`config.mk`:
```
export PLATFORM = sky130hd
export DESIGN_NAME = frame_desc_dma
export DESIGN_NICKNAME = d
export VERILOG_FILES = /design/src/rtl/frame_desc_dma.sv
export SDC_FILE = /design/constraint.sdc
export NUM_CORES = 2
export LEC_CHECK = 0
export ABC_AREA = 1
export BUFFER_PORTS_ARGS = -buffer_cell sky130_fd_sc_hd__buf_4
export CORE_MARGIN = 3
export CORE_UTILIZATION = 35
export CTS_CLUSTER_SIZE = 24
export DETAILED_ROUTE_END_ITERATION = 16
export SYNTH_ARGS = -nofsm -noshare
export SYNTH_HDL_FRONTEND = slang
export SYNTH_SLANG_ARGS = --single-unit
```
`constraint.sdc`:
```
create_clock -name clk -period 3.4 [get_ports clk]
set_clock_uncertainty 0.1 [all_clocks]
set_input_delay 0.34 -clock clk [delete_from_list [all_inputs] [get_ports clk]]
set_output_delay 0.34 -clock clk [all_outputs]
set_load 0.01 [all_outputs]
```
`src/rtl/frame_desc_dma.sv`:
```
module frame_desc_dma #(
  parameter int LEN_W      = 24,
  parameter int PAL_BIT    = 28,
  parameter int FIFO_DEPTH = 32,
  parameter int PAL_WORDS  = 128
) (
  input  logic        clk,
  input  logic        rst_n,
  input  logic [1:0]  burst_sel,
  input  logic        ufl_protect,
  input  logic        da_we,
  input  logic [31:0] da_wdata,
  output logic        mem_req,
  output logic [31:0] mem_addr,
  output logic [4:0]  mem_len,
  input  logic        mem_gnt,
  input  logic        mem_rvalid,
  input  logic [31:0] mem_rdata,
  output logic        pix_valid,
  input  logic        pix_ready,
  output logic [31:0] pix_data,
  output logic        pix_fill,
  output logic        pal_we,
  output logic [6:0]  pal_idx,
  output logic [31:0] pal_data,
  output logic        eof,
  output logic        underrun,
  output logic [31:0] cur_next,
  output logic [31:0] cur_src,
  output logic [31:0] cur_fid,
  output logic [31:0] cur_cmd
);
  localparam int FAW = $clog2(FIFO_DEPTH);
  localparam int CW  = FAW + 1;
  localparam int PIW = $clog2(PAL_WORDS);

  typedef enum logic [2:0] {S_IDLE, S_DREQ, S_DRCV, S_XREQ, S_XRCV, S_DONE} st_t;
  st_t state;

  logic [31:0]      desc_ptr, nda_q, src_q, fid_q, cmd_q, addr_q, sw_ptr, last_q;
  logic             sw_pend;
  logic [1:0]       wsel;
  logic [LEN_W-1:0] rem_q;
  logic [4:0]       brem_q;
  logic [PIW-1:0]   off_q;
  logic [31:0]      fifo [FIFO_DEPTH];
  logic [FAW-1:0]   wp, rp;
  logic [CW-1:0]    cnt;
  logic [4:0]       blen;

  always_comb begin
    case (burst_sel)
      2'd0:    blen = 5'd4;
      2'd1:    blen = 5'd8;
      default: blen = 5'd16;
    endcase
  end

  wire             is_pal     = cmd_q[PAL_BIT];
  wire [4:0]       bsz        = (rem_q < LEN_W'(blen)) ? rem_q[4:0] : blen;
  wire [CW-1:0]    free       = CW'(FIFO_DEPTH) - cnt;
  wire             room       = is_pal || (free >= CW'(bsz));
  wire             empty      = (cnt == '0);
  wire             frame_busy = !is_pal && (state == S_XREQ || state == S_XRCV);
  wire             rx         = mem_rvalid && (state == S_XRCV);
  wire             push       = rx && !is_pal;
  wire             pop        = pix_ready && !empty;
  wire             gnt        = mem_req && mem_gnt;
  wire [31:0]      next_ptr   = da_we ? da_wdata : (sw_pend ? sw_ptr : nda_q);
  wire [LEN_W-1:0] cmd_len    = mem_rdata[LEN_W-1:0];

  assign mem_req   = (state == S_DREQ) || (state == S_XREQ && room);
  assign mem_addr  = (state == S_DREQ) ? desc_ptr : addr_q;
  assign mem_len   = (state == S_DREQ) ? 5'd4 : bsz;
  assign pal_we    = rx && is_pal;
  assign pal_idx   = 7'(off_q);
  assign pal_data  = mem_rdata;
  assign pix_fill  = empty && ufl_protect && frame_busy;
  assign pix_valid = !empty || pix_fill;
  assign pix_data  = empty ? last_q : fifo[rp];
  assign underrun  = pix_ready && empty && frame_busy;
  assign eof       = (state == S_DONE) && !is_pal;
  assign cur_next  = nda_q;
  assign cur_src   = src_q;
  assign cur_fid   = fid_q;
  assign cur_cmd   = cmd_q;

  always_ff @(posedge clk or negedge rst_n) begin
    if (!rst_n) begin
      state    <= S_IDLE;
      desc_ptr <= '0;
      nda_q    <= '0;
      src_q    <= '0;
      fid_q    <= '0;
      cmd_q    <= '0;
      addr_q   <= '0;
      sw_ptr   <= '0;
      sw_pend  <= 1'b0;
      wsel     <= '0;
      rem_q    <= '0;
      brem_q   <= '0;
      off_q    <= '0;
    end else begin
      if (da_we && state != S_IDLE && state != S_DONE) begin
        sw_pend <= 1'b1;
        sw_ptr  <= da_wdata;
      end
      case (state)
        S_IDLE: if (da_we) begin
          desc_ptr <= da_wdata;
          state    <= S_DREQ;
        end
        S_DREQ: if (gnt) begin
          wsel  <= '0;
          state <= S_DRCV;
        end
        S_DRCV: if (mem_rvalid) begin
          wsel <= wsel + 2'd1;
          case (wsel)
            2'd0: nda_q <= mem_rdata;
            2'd1: src_q <= mem_rdata;
            2'd2: fid_q <= mem_rdata;
            default: begin
              cmd_q  <= mem_rdata;
              rem_q  <= cmd_len;
              addr_q <= src_q;
              off_q  <= '0;
              state  <= (cmd_len == '0) ? S_DONE : S_XREQ;
            end
          endcase
        end
        S_XREQ: if (gnt) begin
          brem_q <= bsz;
          state  <= S_XRCV;
        end
        S_XRCV: if (mem_rvalid) begin
          addr_q <= addr_q + 32'd4;
          rem_q  <= rem_q - LEN_W'(1);
          off_q  <= off_q + PIW'(1);
          brem_q <= brem_q - 5'd1;
          if (brem_q == 5'd1)
            state <= (rem_q == LEN_W'(1)) ? S_DONE : S_XREQ;
        end
        S_DONE: begin
          desc_ptr <= next_ptr;
          sw_pend  <= 1'b0;
          state    <= S_DREQ;
        end
        default: state <= S_IDLE;
      endcase
    end
  end

  always_ff @(posedge clk or negedge rst_n) begin
    if (!rst_n) begin
      wp     <= '0;
      rp     <= '0;
      cnt    <= '0;
      last_q <= '0;
    end else begin
      if (push) wp <= wp + FAW'(1);
      if (pop) begin
        rp     <= rp + FAW'(1);
        last_q <= fifo[rp];
      end
      cnt <= cnt + CW'(push) - CW'(pop);
    end
  end

  always_ff @(posedge clk) begin
    if (push) fifo[wp] <= mem_rdata;
  end
endmodule

```
==> results.yml <==
synth:
  ys.flop_type: "edfxtp_1"
  netlist.area_leader.share_pct: 54.2
  synth-simple-area-share_pct: 15.4
  ys_ff_latch: 1338
  synth_cell_types: 41
  seq_area_frac_synth_pct: 68.0
  synth_edf_count: 1024
  ys_warn_count: 0
  synth_area_leaders: "edfxtp_1 (54%), dfrtp_1 (14%), o21ai_0 (6.1%), nand2_1 (5.9%), nor2_1 (5.7%)"
  async_reset_ff_share_pct: 23.5
  muxShareOfSynthArea_pct: 0.154
  synth_top_family_by_area: "simple AND/OR/NAND/NOR gates"
  synth.avg_cell_area_sq_um: 10.8
  synth_xor_area_share_pct: 0.571
  synth_compound_area_share_pct: 10.6
  synthAdderAreaFrac_pct: 0.763
  synthCells: 5238
  synth_fp_nets: 5345
  synth.largest_area_cell: "edfxtp_1"
  syn-cell-area_sq_um: 56800
timing:
  period_share_pct: 99.3
  layout_setup_ws_ps: 23.4
  period_minus_slack_ps: 3380
  grt_setup_unrepaired: "true"
  drv_slew: 0
  clock.fmax_mhz: 296
  hold_viol: 0
  final-setup-viol-count: 0
  tightest_slew_ps: 1100
  slew_headroom_pct: 26.2
critical_path:
  arrival_ps: 2940
  ff2ff_path_depth: 10
  cp.required_ps: 2960
  reg2reg_slack_ps: 380
  crit_path_end_kind: "primary output"
  start_kind: "flip-flop"
  reg2reg_to: "fifo[15][3]"
  path_max_fanout: 4
  critical_path_class: "reg -> out"
  r2r_start: "state[1]"
floorplanning:
  die_area_sq_um: 167000
  coreArea_sq_um: 161000
  die_w_um: 409
  die_h_um: 409
  start_util_pct: 35.3
  io_pins: 315
  placementRows: 147
cells_and_area:
  drive_above_1_share_pct: 18.3
  mostFrequentLayoutCell: "edfxtp_1"
  final_cell_mix: "edfxtp_1 (1,024), nand2_1 (814), nor2_1 (784), o21ai_0 (656), buf_4 (466)"
  nFillCells: 15000
  synthToLayoutAreaGrowth_pct: 23.1
  layout.nets: 5795
worst_hold_path:
  hp-class: "in -> async"
cts:
  cts.sinks: 1338
  clkTransAtPathRegs_ps: 70
  htree_levels: 4
  clockBufferDepth: 3
  cts_root_buffer: "clkbuf_16"
  clk_latency_ps: 770
  cts_tree: "built"
  numCtsBuffers: 140
grt:
  grt_max_degree: 94
  grt_pass1_vias: 40600
  antenna_found_initial: 14
  grt_pass1_wl_um: 283000
  grt.total_usage_pct: 22.9
  grt_overflow_total: 0
outcome:
  outcome: "complete, no violations"
placed_design:
  gp_congestion: 0.880
  port_buffers: 314
  place_ws_ps: 414
  hpwl_um: 116000
drt:
  drt_iter0_drc: 4809
  drc_errors: 0
  wl_per_cell_um: 25.0
  ant_nets: 0
  routed_via_density: 5.41
  vias: 43100
  first_pass_iters: 6
  totalWireLength_um: 199000
power:
  p_leak_uw: 0.0263
  ir_worst_vdd_mv: 0.645
  p_total_uw: 62200
  powerDensity_nw_per_um2: 890
flow_run:
  drv_cap: 0
-- synthesized netlist by cell type, types with 34 or more instances --
master	number
edfxtp_1	1024
nand2_1	889
nor2_1	861
o21ai_0	690
nand3_1	337
dfrtp_1	314
inv_1	210
o211ai_1	170
clkbuf_1	167
a21oi_1	123
buf_2	76
buf_4	53
o22ai_1	44
xor2_1	35
o21ai_1	34
-- cell type report --
| class | instances | area [sq um] | share of cell area [%] |
|---|---|---|---|
| multi-input combinational | 3340 | 16700 | 23.8 |
| tap | 2160 | 2700 | 3.87 |
| timing repair inverter | 2 | 22.5 | 0.0322 |
| inverter | 218 | 860 | 1.23 |
| antenna | 12 | 30.0 | 0.0430 |
| clock buffer | 203 | 3870 | 5.54 |
| timing repair buffer | 648 | 6620 | 9.47 |
| sequential | 1338 | 38600 | 55.3 |
| clock inverter | 54 | 514 | 0.736 |
-- per-layer routing --
layer,GRT usage [%],part of all wire (%),vias up
li1,-,-,19100
met1,31.8,41,21500
met2,35.9,46,2156
met3,4.15,9.3,322
met4,8.41,3.5,2
met5,0,0.0065,-
-- flip-flops by register name, indices dropped and copies added, names as in the netlist --
name / cells
desc_ptr: 32
cur_next: 32
cnt: 6
rp: 5
cur_fid: 32
addr_q: 32
last_q: 32
fifo: 1024
wp: 5
pal_idx: 7
state: 3
cur_cmd: 32
brem_q: 5
wsel: 2
cur_src: 32
sw_ptr: 32
sw_pend: 1
rem_q: 24
-- metrics by stage --
step                hold WS, ps  setup TNS (ps)  instances  util [%]  area (sq um)
floorplan                 -55.6               0       5238         -         56800
global placement            325               0       7540      38.8         62300
detailed placement          323               0       7540      38.8         62300
CTS                        34.5            -277       7906      42.6         68500
global route               93.4            -427       7964      43.5         69900
finish                     79.4               0       7975      43.5         69900
-- where the power goes --
group,internal (uW),switching (uW)
Combinational,9990,16500
Sequential,19400,1380
Clock,8370,6640
Total,37700,24500
-- logic make-up after synthesis --
kind of cell / Yosys count
xor gates and xnor gates: 37
DFF: 1338
buffers and inverters: 560
and+or+nand+nor: 2167
muxes: 8
adders and majority gates: 34
AOI/OAI and AO/OA: 1094
-- worst max-delay path, cell delays in order, from the launching register on --
cell and delay, ps:
dfrtp_1 420, nor2_2 140, nand2_1 90, nor2_1 140, nand2_2 100, nor2_4 150
buf_4 140, nand3_2 80, ha_1 300, nand2_1 60, nand2_1 50, nand2_1 50
nand2_1 50, nand2_1 70, nand2_2 50, and3_4 150, buf_4 140
-- worst max path at each step --
| stage | from | end | depth (start not counted) |
|---|---|---|---|
| after floorplan | state[1] | fifo[31][0] | 9 |
| after global placement | burst_sel[1] | mem_req | 20 |
| after detailed placement | state[1] | cnt[4] | 14 |
| after CTS | rp[0] | pix_data[12] | 13 |
| after global routing | rem_q[16] | mem_req | 16 |
| final | rem_q[18] | mem_req | 16 |
-- what timing repair did --
| item | in CTS | in global routing |
|---|---|---|
| resized for setup | 130 | 198 |
| hold buffers | 67 | 0 |
| pin swaps | 25 | 102 |
| endpoints found under the hold margin | 1017 | 0 |
| endpoints found under the setup margin | 36 | 33 |
| gates cloned | 15 | 16 |
| buffers inserted | 27 | 43 |
Power figures use the tool's default switching activity.
